$ cat config.mk
export PLATFORM = sky130hd
export DESIGN_NAME = eterm_div
export DESIGN_NICKNAME = d
export VERILOG_FILES = /design/src/rtl/eterm_div_pkg.sv /design/src/rtl/div_lzc.sv /design/src/rtl/div_mag.sv /design/src/rtl/div_step.sv /design/src/rtl/eterm_div.sv
export SDC_FILE = /design/constraint.sdc
export NUM_CORES = 1
export LEC_CHECK = 0
export BUFFER_PORTS_ARGS = -buffer_cell sky130_fd_sc_hd__buf_2
export CAP_MARGIN = 10
export CORE_MARGIN = 3
export CORE_UTILIZATION = 30
export CTS_CLUSTER_DIAMETER = 150
export DETAILED_ROUTE_END_ITERATION = 10
export PLACE_DENSITY = 0.46
export SETUP_SLACK_MARGIN = 0.3
export SKIP_LAST_GASP = 1
export SLEW_MARGIN = 20
export SYNTH_ARGS = -nofsm -noshare
export SYNTH_HDL_FRONTEND = slang
export SYNTH_SLANG_ARGS = --single-unit
$ cat constraint.sdc
create_clock -name clk_i -period 7.65 [get_ports clk_i]
set_clock_uncertainty 0.2 [all_clocks]
set_input_delay 0.765 -clock clk_i [delete_from_list [all_inputs] [get_ports clk_i]]
set_output_delay 0.765 -clock clk_i [all_outputs]
set_load 0.01 [all_outputs]
$ cat src/rtl/eterm_div_pkg.sv
package eterm_div_pkg;
  typedef enum logic [1:0] {
    ST_IDLE  = 2'd0,
    ST_SETUP = 2'd1,
    ST_ITER  = 2'd2,
    ST_FIX   = 2'd3
  } div_state_e;
endpackage

$ cat src/rtl/div_lzc.sv
module div_lzc #(
  parameter int W  = 32,
  localparam int CW = $clog2(W + 1)
) (
  input  logic [W-1:0]  val_i,
  output logic [CW-1:0] zeros_o
);
  logic [W-1:0] seen;

  // seen[i]: some bit at or above i is set
  for (genvar i = 0; i < W; i++) begin : g_seen
    assign seen[i] = |val_i[W-1:i];
  end

  assign zeros_o = CW'($countones(~seen));
endmodule

$ cat src/rtl/div_mag.sv
module div_mag #(
  parameter int W = 32
) (
  input  logic [W-1:0] val_i,
  input  logic         neg_i,
  output logic [W-1:0] val_o
);
  assign val_o = neg_i ? (~val_i + W'(1)) : val_i;
endmodule

$ cat src/rtl/div_step.sv
module div_step #(
  parameter int W = 32
) (
  input  logic [W-1:0] rem_i,
  input  logic         bit_i,
  input  logic [W-1:0] dvs_i,
  output logic [W-1:0] rem_o,
  output logic         qbit_o
);
  logic [W:0] shifted;
  logic [W:0] diff;

  assign shifted = {rem_i, bit_i};
  assign diff    = shifted - {1'b0, dvs_i};
  assign qbit_o  = ~diff[W];
  assign rem_o   = qbit_o ? diff[W-1:0] : shifted[W-1:0];
endmodule

$ cat src/rtl/eterm_div.sv
module eterm_div
  import eterm_div_pkg::*;
#(
  parameter int W = 32,
  localparam int CW = $clog2(W + 1)
) (
  input  logic         clk_i,
  input  logic         rst_ni,
  input  logic         start_i,
  input  logic         signed_i,
  input  logic [W-1:0] dividend_i,
  input  logic [W-1:0] divisor_i,
  output logic         busy_o,
  output logic         done_o,
  output logic [W-1:0] quotient_o,
  output logic [W-1:0] remainder_o
);
  localparam int NMAG = 4;

  div_state_e   state_q;
  logic [W-1:0] op_a_q, op_b_q;
  logic         sgn_q;
  logic [W-1:0] dvs_q, dvd_q, quo_q, rem_q;
  logic [CW-1:0] cnt_q;
  logic [W-1:0] quo_o_q, rem_o_q;
  logic         done_q;

  logic [W-1:0] mag_in  [NMAG];
  logic         mag_neg [NMAG];
  logic [W-1:0] mag_out [NMAG];

  logic [CW-1:0] clz;
  logic [CW-1:0] iters;
  logic [W-1:0]  step_rem;
  logic          step_q;

  // 0/1: operand magnitudes, 2/3: result sign fix-up
  assign mag_in[0]  = op_a_q;
  assign mag_neg[0] = sgn_q & op_a_q[W-1];
  assign mag_in[1]  = op_b_q;
  assign mag_neg[1] = sgn_q & op_b_q[W-1];
  assign mag_in[2]  = quo_q;
  assign mag_neg[2] = sgn_q & (op_a_q[W-1] ^ op_b_q[W-1]);
  assign mag_in[3]  = rem_q;
  assign mag_neg[3] = sgn_q & op_a_q[W-1];

  for (genvar g = 0; g < NMAG; g++) begin : g_mag
    div_mag #(.W(W)) u_mag (
      .val_i (mag_in[g]),
      .neg_i (mag_neg[g]),
      .val_o (mag_out[g])
    );
  end

  div_lzc #(.W(W)) u_lzc (
    .val_i   (mag_out[0]),
    .zeros_o (clz)
  );

  assign iters = CW'(W) - clz;

  div_step #(.W(W)) u_step (
    .rem_i  (rem_q),
    .bit_i  (dvd_q[W-1]),
    .dvs_i  (dvs_q),
    .rem_o  (step_rem),
    .qbit_o (step_q)
  );

  always_ff @(posedge clk_i or negedge rst_ni) begin
    if (!rst_ni) begin
      state_q <= ST_IDLE;
      op_a_q  <= '0;
      op_b_q  <= '0;
      sgn_q   <= 1'b0;
      dvs_q   <= '0;
      dvd_q   <= '0;
      quo_q   <= '0;
      rem_q   <= '0;
      cnt_q   <= '0;
      quo_o_q <= '0;
      rem_o_q <= '0;
      done_q  <= 1'b0;
    end else begin
      done_q <= 1'b0;
      unique case (state_q)
        ST_IDLE: begin
          if (start_i) begin
            op_a_q  <= dividend_i;
            op_b_q  <= divisor_i;
            sgn_q   <= signed_i;
            state_q <= ST_SETUP;
          end
        end
        ST_SETUP: begin
          dvd_q   <= mag_out[0] << clz;
          dvs_q   <= mag_out[1];
          quo_q   <= '0;
          rem_q   <= '0;
          cnt_q   <= iters;
          state_q <= (iters == '0) ? ST_FIX : ST_ITER;
        end
        ST_ITER: begin
          dvd_q <= dvd_q << 1;
          quo_q <= {quo_q[W-2:0], step_q};
          rem_q <= step_rem;
          cnt_q <= cnt_q - CW'(1);
          if (cnt_q == CW'(1)) state_q <= ST_FIX;
        end
        ST_FIX: begin
          if (op_b_q == '0) begin
            quo_o_q <= '1;
            rem_o_q <= op_a_q;
          end else begin
            quo_o_q <= mag_out[2];
            rem_o_q <= mag_out[3];
          end
          done_q  <= 1'b1;
          state_q <= ST_IDLE;
        end
        default: state_q <= ST_IDLE;
      endcase
    end
  end

  assign busy_o      = (state_q != ST_IDLE);
  assign done_o      = done_q;
  assign quotient_o  = quo_o_q;
  assign remainder_o = rem_o_q;

  AST_START_TAKEN: assert property (@(posedge clk_i) disable iff (!rst_ni)
    (start_i && !busy_o) |=> busy_o);
  AST_MIN_WINDOW: assert property (@(posedge clk_i) disable iff (!rst_ni)
    $rose(busy_o) |=> busy_o);
  AST_ITER_LIVE: assert property (@(posedge clk_i) disable iff (!rst_ni)
    (state_q == ST_ITER) |-> (cnt_q != '0 && cnt_q <= CW'(W)));
  AST_OPS_HELD: assert property (@(posedge clk_i) disable iff (!rst_ni)
    (busy_o && $past(busy_o)) |-> ($stable(op_a_q) && $stable(op_b_q) && $stable(sgn_q)));
  AST_DONE_PULSE: assert property (@(posedge clk_i) disable iff (!rst_ni)
    done_o |=> !done_o);
  AST_DONE_AFTER_BUSY: assert property (@(posedge clk_i) disable iff (!rst_ni)
    done_o |-> (!busy_o && $past(busy_o)));
  AST_RES_HELD: assert property (@(posedge clk_i) disable iff (!rst_ni)
    !done_o |-> ($stable(quotient_o) && $stable(remainder_o)));
endmodule

==> Word level (Yosys, flattened, before mapping) <==
Cells that the tools add are included.
{ "classes": {"add_sub_neg": 38, "n_reduce_logical": 38, "n_shift": 1, "n_eq_ne": 6, "bitwise_logic": 10, "muxes": 16} }
{ "op_table": {"columns": ["cell", "count"], "rows": [
  ["$mux W32", 7],
  ["$pmux W32 S2", 3],
  ["$not A32 Y32", 5],
  ["$add A32 B1 Y32 const B", 4],
  ["$add A6 B6 Y6", 7],
  ["$sub A33 B32 Y33", 1],
  ["$add A1 B1 Y2", 16],
  ["$logic_not A32 Y1", 1],
  ["$reduce_or A32 Y1", 1],
  ["$shl A32 B6 Y32", 1],
  ["$reduce_or A31 Y1", 1],
  ["$reduce_or A30 Y1", 1],
  ["$reduce_or A29 Y1", 1],
  ["$reduce_or A28 Y1", 1],
  ["$reduce_or A27 Y1", 1],
  ["$reduce_or A26 Y1", 1],
  ["$reduce_or A25 Y1", 1],
  ["$add A2 B2 Y3", 8],
  ["$reduce_or A24 Y1", 1],
  ["$reduce_or A23 Y1", 1],
  ["$reduce_or A22 Y1", 1],
  ["$reduce_or A21 Y1", 1],
  ["$reduce_or A20 Y1", 1],
  ["$reduce_or A19 Y1", 1],
  ["34 further kinds", 42]
]} }
{ "word_totals": {"reg_bits": 266, "word_cells": 121, "inputBits": 68, "output_inout_bits": 66} }

==> Longest topological paths before layout <==
Gate-level depths: netlist of run 1.
{ "depth": {"depth_word": 14, "ltp_mapped": 35, "ltp_nobuf": 31} }

==> Modules after synthesis <==
Synthesis of run 1 repeated with hierarchy kept, for this count alone.
{ "hier_totals": {"cells_unflattened": 2005, "hier_area_um2": 19158.4} }
{ "by_module_without_submodules": {"columns": ["mod", "seq_area_each_um2", "n_inst", "cells_per_inst", "area_each_um2"], "rows": [
  ["eterm_div", 6656.4, 1, 1169, 12560.8],
  ["div_mag", 0.0, 4, 99, 777.0],
  ["div_step", 0.0, 1, 305, 2358.5],
  ["div_lzc", 0.0, 1, 135, 1131.1]
]} }

==> Worst setup path before layout of run 1 <==
No wires, ideal clock.
{ "synth_timing": {"path_type": "flip-flop to flip-flop", "startpoint": "register op_a_q[16]", "endpoint": "register state_q[0]", "required_ns": 7.316, "arrival_time_ns": 7.944, "path_slack_ns": -0.628, "period_less_slack_ns": 8.278, "path_stages_with_launch": 31, "setup_time_ns": 0.134, "path_buffers": 2, "cell_sequence": "dfrtp_1 > buf_6 > or4_4 > nor4_4 > nand4_1 > o211a_1 > nor4b_4 > nand4_4 > nor4_4 > nand2_2 > or4_4 > nor2_1 > fa_1 > ha_1 > ha_1 > fa_1 > inv_1 > fa_1 > fa_1 > inv_1 > ha_1 > fa_1 > clkbuf_1 > nor4_1 > nor3b_1 > a21oi_1 > o22ai_1 > a21oi_1 > and4b_1 > o31ai_1 > o31ai_1"} }
{ "synth_via": {"elab_chain_len": 14, "elab_cells_between_ends": 70, "classes_between": "add/sub (33); mux (3); bitwise (2); reduce/logical (32)"} }
{ "synth_lines": {"columns": ["item", "line", "text"], "rows": [
  ["start, declared", "eterm_div.sv:21", "logic [W-1:0] op_a_q, op_b_q;"],
  ["start signal, assigned", "eterm_div.sv:89", "op_a_q <= dividend_i;"],
  ["$not A32 Y32", "div_mag.sv:8", "assign val_o = neg_i ? (~val_i + W'(1)) : val_i;"],
  ["$add A32 B1 Y32", "div_mag.sv:8", null],
  ["$mux W32 (*)", "div_mag.sv:8", null],
  ["$reduce_or A32 Y1 (tied with other cells)", "div_lzc.sv:12", "assign seen[i] = |val_i[W-1:i];"],
  ["$not A32 Y32 (*)", "div_lzc.sv:15", "assign zeros_o = CW'($countones(~seen));"],
  ["$add A1 B1 Y2 (implied by the code)", "div_lzc.sv:15", null],
  ["$add A2 B2 Y3 (implied by the code)", "div_lzc.sv:15", null],
  ["$add A6 B6 Y6 (implied by the code) (2 in series)", "div_lzc.sv:15", null],
  ["$add A6 B6 Y6 (implied by the code) (*)", "div_lzc.sv:15", null],
  ["$sub A6 B6 Y6 (*)", "eterm_div.sv:60", "assign iters = CW'(W) - clz;"],
  ["$logic_not A6 Y1 (*)", "eterm_div.sv:101", "state_q <= (iters == '0) ? ST_FIX : ST_ITER;"],
  ["$mux W1 (*)", "eterm_div.sv:101", null],
  ["$pmux W2 S4 (*)", "eterm_div.sv:86", "unique case (state_q)"],
  ["end signal, assigned", "eterm_div.sv:101", null],
  ["end, declared", "eterm_div.sv:20", "div_state_e state_q;"]
]} }
Mark *: on every way between the ends. The rest lies on a longest branch, timed or not.
A chain may end at the register's enable or synchronous reset.

==> Worst setup path in the final report of run 1 <==
Same ends and word-level chain as after synthesis.

==> results.ini, run 1 <==
[outcome]
status=finished with violations
violations=negative setup slack

[synth]
ys_warn_count=0
synth_seq_cells=266
synth-edff-count=0
synthFlopType=dfrtp_1
yosysSeqAreaShare=0.363
async_flop_share=1.00
ys_types=74
synth.area.top_cells=dfrtp_1 (36%), mux2_2 (6.7%), xnor2_1 (5.3%)
yosys.area.top_type_share=0.363
synthCells=2050
syn_nets=2212
syn_avg_cell_area_um2=8.95
netlist_area_um2=18400
yosys.area.top_type=dfrtp_1

[setup_path]
cp-start-kind=flip-flop
slowest_stage=fa_2
cp.required_ps=7840
crit_top_cell=fa_2
worstSetupPathType=flip-flop to flip-flop
crit_path_end_kind=flip-flop
r2r_cells=29
arrival_ps=8010
cp_max_fo=6
reg2reg_slack_ps=-170
slowest_delay_ps=580

[finish]
regArea_um2=6660
area_growth_pct=24.8
multi_input_area_um2=11200
nFillCells=6165
final_core_util=0.379
fin_nets=2453
final_layout_size_suffix_gt1_frac=0.259
stdcell_count=3099

[global_route]
grt_pass1_wl_um=93300
grt_pass1_vias=16083
grt-ovfl-total=0
grt_usage=0.184
grt_max_degree=113
antenna_found_initial=0

[clock_tree]
htreeDepth=2
cts_hold_buf=0
cts_tree=yes
root_buffer=clkbuf_16
numCtsBuffers=36
cts_sinks=266
worstSkewPairLatency_ps=550
clk_pin_slew_ps=60
cts.path.max_buffers=3

[placement]
dp_cells=3013
place_hpwl_um=44700
gp_congestion=0.908
io_buffers=133

[timing]
tightest_slew_ps=1030
min_period_ps=7820
relSlewSlack=0.315
hold_ws_ps=45.5
fin_crit_sh=1.02
drv_slew=0
clock.fmax_mhz=128
finalHoldViolCount=0
grt_setup_unrepaired=true
fin_ws_ps=-168
setup_violations=15

[floorplan]
die-height_um=253
die_w_um=253
fp.dieArea_um2=64200
ios=134
num_rows=90
core_area_um2=60500
initial_core_util=0.303

[flow_run]
cap_violations=0

[route]
drcViolationCount=0
routed_wl_um=59100
vias=16014
firstDrtPassIters=5
wl_per_cell_um=19.1
ant_nets=0
drt_iter0_drc=894
routed_via_density=5.17

[hold_path]
hp-class=input pin to asynchronous set/reset pin

[worst paths after layout]
kind,end,start
max reg2reg,state_q[0],op_a_q[16]
min in group clk_i,op_b_q[1],divisor_i[1]
min,quotient_o[16],rst_ni
min reg2reg,quotient_o[17],quotient_o[17]
max,state_q[0],op_a_q[16]
max in group asynchronous,op_b_q[8],rst_ni
[worst max-delay path: cells and delay by family, from the launching register on]
kind                     cells  cell delay (ps)
AO/OA/AOI/OAI                6              850
AND/OR/NAND/NOR             11             2560
buffers and inverters        3              230
adder cells (fa/ha/maj)      9             3460
flip-flops                   1              370
[placed cells by master (no fill, tap or decap), drive strengths merged, types with 11 or more instances in the layout]
master,Yosys,final
a211oi,14,14
a21o,17,17
a21oi,157,157
a221o,12,12
a31oi,28,28
a41oi,11,11
and2,17,17
and3,40,40
buf,18,323
clkbuf,103,47
dfrtp,266,266
fa,26,26
ha,68,68
inv,157,159
mux2,109,109
mux2i,65,65
nand2,147,147
nand2b,16,16
nand3,64,64
nor2,171,171
nor3,31,31
nor4,19,19
o211ai,12,12
o21ai,145,145
o22a,19,19
o22ai,27,27
o31ai,16,16
xnor2,112,112
xor2,36,36
[flip-flops by register name, summed over array words and instances, names as in the netlist]
| register | cells |
|---|---|
| done_o | 1 |
| state_q | 2 |
| rem_q | 32 |
| remainder_o | 32 |
| quotient_o | 32 |
| dvs_q | 32 |
| quo_q | 32 |
| sgn_q | 1 |
| op_a_q | 32 |
| op_b_q | 32 |
| cnt_q | 6 |
| dvd_q | 32 |
[Yosys cell counts, types with 8 or more instances]
master,n
buf_1,11
a31oi_1,28
clkbuf_1,103
a211oi_1,14
o22a_1,19
and3_1,40
o2bb2ai_1,8
o41ai_1,10
o211ai_1,12
xor2_1,36
o22ai_1,27
o21ai_0,145
xnor2_1,112
nand2_1,146
a21o_1,17
nor3_1,31
o31ai_1,16
nor4_1,15
and2_1,16
nor2_1,171
mux2_2,109
a221o_1,12
nand4_1,8
a21oi_1,157
a41oi_1,11
fa_1,26
nand2b_1,16
nand3_1,64
ha_1,68
inv_1,157
dfrtp_1,266
mux2i_1,65
[metal layers]
metal  up-vias  routed length [µm]  GRT usage
met3        70                2530     0.0278
met2       339               27200      0.296
met1      7827               28200      0.261
met5         -                   0          0
met4         0                1160     0.0428
li1       7778                   -          -
[per-stage QoR]
step	worst slack, ps	setup TNS, ps	area [µm²]
after detailed placement	-272	-2910	21100
after CTS	-171	-801	22800
final	-168	-953	22900
after floorplan	-276	-398	18600
after global placement	-130	-258	21100
after global routing	-524	-10790	22900
[logic make-up (layout without fill, tap and decap cells)]
logic type	count (synthesis)	after routing	synth area share
fa+ha+maj	94	94	0.0747
simple gates	552	552	0.146
compound gates	535	535	0.183
buf+inv	278	543	0.0577
mux	177	177	0.106
flops	266	266	0.363
xor+xnor	148	148	0.0706
other cells	0	2	0
[what timing repair did]
action                                  4_1_cts  5_1_grt
resized for setup                            72       28
pin swaps                                    25       14
endpoints found under the setup margin       38       38
gates cloned                                  3        0
buffers inserted                             19        0
[area by class of cell]
type / count / area share
Multi-Input combinational cell: 1506 / 0.487
Sequential cell: 266 / 0.291
Timing Repair Buffer: 324 / 0.102
Clock buffer: 47 / 0.0429
Tap cell: 782 / 0.0427
Inverter: 157 / 0.0261
Clock inverter: 15 / 0.00879
Antenna cell: 2 / 0.000218
Power of run 1 is left out: the tool's default activity adds up to more than one toggle a clock period on the data nets, which glitch-free logic cannot reach.
==> run 2, diff against run 1 <==
Settings changed: SETUP_SLACK_MARGIN 0.3 to unset.
==> run 2 against run 1 <==
Compared with the run above:
- the run still ends with negative setup slack left
- critical path depth is 5 higher
- global-route usage grew 0.086 points
- wire length rose by 1.2%
- sequential share of layout area down 0.093 points
- hold slack gained 79 ps
- non-clock buffer count grew 20
- cell area rose by 0.32%
- via count is 0.23% higher
==> results.ini, run 2 (synthesized netlist as in run 1, its figures left out) <==
[floorplan]
initial_core_util=0.303
die_w_um=253
core_area_um2=60500
num_rows=90
ios=134
fp.dieArea_um2=64200
die-height_um=253

[setup_path]
cp.required_ps=7850
critPathLaunch=op_a_q[16]
r2r_cells=34
crit_top_cell=buf_4
slowest_stage=fa_2
cp_max_fo=5
worstSetupPathType=flip-flop to flip-flop
arrival_ps=8070
cp-start-kind=flip-flop
crit_family=adder cells
r2r_end=dvd_q[30]
regToRegStartpoint=op_a_q[16]
worst-path-buf-inv=11
slowest_delay_ps=590
worstSetupEndpoint=dvd_q[30]
reg2reg_slack_ps=-220
crit_path_end_kind=flip-flop
cp.depth=34

[finish]
fin_nets=2472
final_common_cell=dfrtp_1
antennaDiodeCount=0
area_growth_pct=25.2
final_layout_size_suffix_gt1_frac=0.266
layout_common_cells=dfrtp_1 (266), buf_4 (191), nor2_1 (158), inv_1 (150), a21oi_1 (148)
fin_area_um2=23000

[timing]
finalHoldViolCount=0
fin_ws_ps=-218
grt_setup_unrepaired=true
relSlewSlack=0.303
min_period_ps=7870
tightest_slew_ps=1040
fin_crit_sh=1.03
setup_violations=24
drv_slew=0
clock.fmax_mhz=127

[clock_tree]
numCtsBuffers=35
cts_hold_buf=0
cts_sinks=266
cts_tree=yes
worstSkewPairLatency_ps=540
root_buffer=clkbuf_16
htreeDepth=2
clk_pin_slew_ps=60
cts.path.max_buffers=3

[route]
routed_via_density=5.15
vias=16051
drcViolationCount=0
wl_per_cell_um=19.2
ant_nets=0
firstDrtPassIters=7
routed_wl_um=59800
drt_iter0_drc=987

[placement]
dpl_cell_area_um2=21100
io_buffers=133
place_ws_ps=-386
gp_congestion=0.871
place_hpwl_um=45300

[global_route]
grt-ovfl-total=0
antenna_found_initial=2
grt_usage=0.185
grt_pass1_vias=15947
grt_pass1_wl_um=93400
grt_max_degree=120

[outcome]
violations=negative setup slack
status=finished with violations

[flow_run]
cap_violations=0

[hold_path]
hp-class=input pin to asynchronous set/reset pin

run 2: repair_timing:
item                       4_1_cts  5_1_grt
setup endpoints to repair       35       36
setup buffers                   24        7
gates cloned                     3        0
pin swaps                       34       40
gates resized for setup         86       56
run 2: stage by stage:
step	cells	TNS [ps]	util	hold slack, ps
floorplan	2050	-561	-	249
global placement	3026	-3100	0.348	273
detailed placement	3026	-6460	0.348	276
CTS	3113	-4910	0.377	155
global route	3115	-11970	0.380	200
finish	3115	-2900	0.380	125
run 2: routing by layer:
metal | vias up | track usage | share of wire
li1 | 7797 | - | -
met1 | 7900 | 0.259 | 0.48
met3 | 43 | 0.0218 | 0.036
met5 | - | 0 | 0
met4 | 0 | 0.0366 | 0.016
met2 | 311 | 0.309 | 0.47
run 2: worst min path at each step:
stage,start,endpoint,slack [ps],cells after the start
2_1_floorplan,dvd_q[25],dvd_q[25],250,2
3_3_place_gp,dvd_q[11],dvd_q[11],270,2
3_5_place_dp,dvd_q[13],dvd_q[13],280,2
4_1_cts,rst_ni,quotient_o[5],150,1
5_1_grt,rst_ni,quo_q[15],200,1
6_report,rst_ni,quo_q[11],120,1
run 2: cell type report:
type                       count  area, µm²
tap                          782        978
inverter                     157        592
clock buffer                  46        998
sequential                   266       6660
multi-input combinational   1506      11200
fill                        6133      37500
timing repair buffer         344       2400
clock inverter                14        190
Power of run 2 is left out for the same reason.
==> run 3, diff against run 2 <==
Settings changed: BUFFER_PORTS_ARGS -buffer_cell sky130_fd_sc_hd__buf_2 to unset, DONT_BUFFER_PORTS set to 1, PLACE_DENSITY 0.46 to 0.44.
==> run 3 against run 2 <==
Compared with the run above:
- sequential cell count stayed put
- wire length hardly changed
- highest routed layer is now met5
- core utilization is 0.59 points lower
- register-to-register slack worse by 140 ps
- count of clock-buffer cells in the layout is 4 higher
- non-clock buffer count is 123 lower
- die area stayed put
- the run still ends with negative setup slack left
- via count is 2.0% lower
- first-iteration DRC count is 5.3% higher
- fmax is 1.7% lower
- final cell count is 3.7% lower
- cell area is 1.5% lower
==> results.ini, run 3 (synthesized netlist as in run 1, its figures left out) <==
[route]
firstDrtPassIters=5
drt_iter0_drc=1039
wl_per_cell_um=19.9
vias=15728
routed_via_density=5.24
routed_wl_um=59800
drcViolationCount=0
ant_nets=0

[timing]
fin_ws_ps=-358
fin_crit_sh=1.05
finalHoldViolCount=0
min_period_ps=8010
setup_tns_ps=-7040
grt_setup_unrepaired=true
relSlewSlack=0.329
clock.fmax_mhz=125
drv_slew=0
setup_violations=35
tightest_slew_ps=1010

[clock_tree]
cts.path.max_buffers=3
numCtsBuffers=36
clk_pin_slew_ps=60
cts_tree=yes
worstSkewPairLatency_ps=560
root_buffer=clkbuf_16
cts_sinks=266
htreeDepth=2

[placement]
place_hpwl_um=44400
io_buffers=0
place_ws_ps=-442
gp_congestion=0.867

[floorplan]
core_area_um2=60500
fp.dieArea_um2=64200
initial_core_util=0.303
ios=134
num_rows=90
die-height_um=253
die_w_um=253

[setup_path]
crit_family=adder cells
arrival_ps=8250
worstSetupPathType=flip-flop to flip-flop
slowest_delay_ps=590
cp_max_fo=5
slowest_stage=or4_4
crit_path_end_kind=flip-flop
cp-start-kind=flip-flop
cp.required_ps=7890
worst-path-buf-inv=10

[outcome]
violations=negative setup slack
status=finished with violations

[global_route]
grt_usage=0.185
grt_pass1_wl_um=93000
grt_pass1_vias=15872
grt-ovfl-total=0
antenna_found_initial=10
grt_max_degree=267

[finish]
regArea_um2=6660
final_layout_size_suffix_gt1_frac=0.229
nFillCells=6101
final_common_cell=dfrtp_1
fin_nets=2350
area_growth_pct=23.3
multi_input_area_um2=11200
layout_common_cells=dfrtp_1 (266), buf_4 (189), nor2_1 (159), inv_1 (151), a21oi_1 (145)

[flow_run]
cap_violations=0

[hold_path]
hp-class=input pin to flip-flop

-- run 3: final timing paths --
check	start	to	slack, ps	depth (start not counted)
max	op_a_q[16]	dvd_q[18]	-360	30
max reg2reg	op_a_q[16]	dvd_q[18]	-360	30
min in group asynchronous	rst_ni	quo_q[17]	550	2
min	divisor_i[26]	op_b_q[26]	150	1
max in group asynchronous	rst_ni	op_a_q[7]	5730	3
min reg2reg	dvd_q[13]	dvd_q[13]	290	2
-- run 3: final cells by class --
| type | instances | share of cell area |
|---|---|---|
| well taps | 782 | 0.0432 |
| diodes | 3 | 0.000332 |
| clock buffers | 50 | 0.0462 |
| clock inverters | 14 | 0.00730 |
| repair buffers | 221 | 0.0856 |
| multi-input cells | 1506 | 0.497 |
| flip-flops and latches | 266 | 0.294 |
| inverters | 157 | 0.0264 |
-- run 3: repair_timing --
action,in CTS,in global routing
endpoints found under the hold margin,266,39
setup endpoints to repair,35,37
gates resized for setup,126,40
gates cloned,2,0
buffers inserted,29,9
hold buffers,1,1
pin swaps,39,26
-- run 3: through the flow --
stage               utilization  cells  area [µm²]  hold WS [ps]
detailed placement        0.337   2891       20400           277
global placement          0.337   2891       20400           272
finish                    0.374   2999       22600           151
CTS                       0.370   2985       22300           109
floorplan                     -   2050       18400           249
global route              0.374   2996       22600           121
-- run 3: metal layers --
metal | wire, µm | global-route usage
met1 | 27000 | 0.249
met3 | 3150 | 0.0345
met2 | 28300 | 0.306
met4 | 1250 | 0.0468
met5 | 27 | 0
Power of run 3 is left out for the same reason.
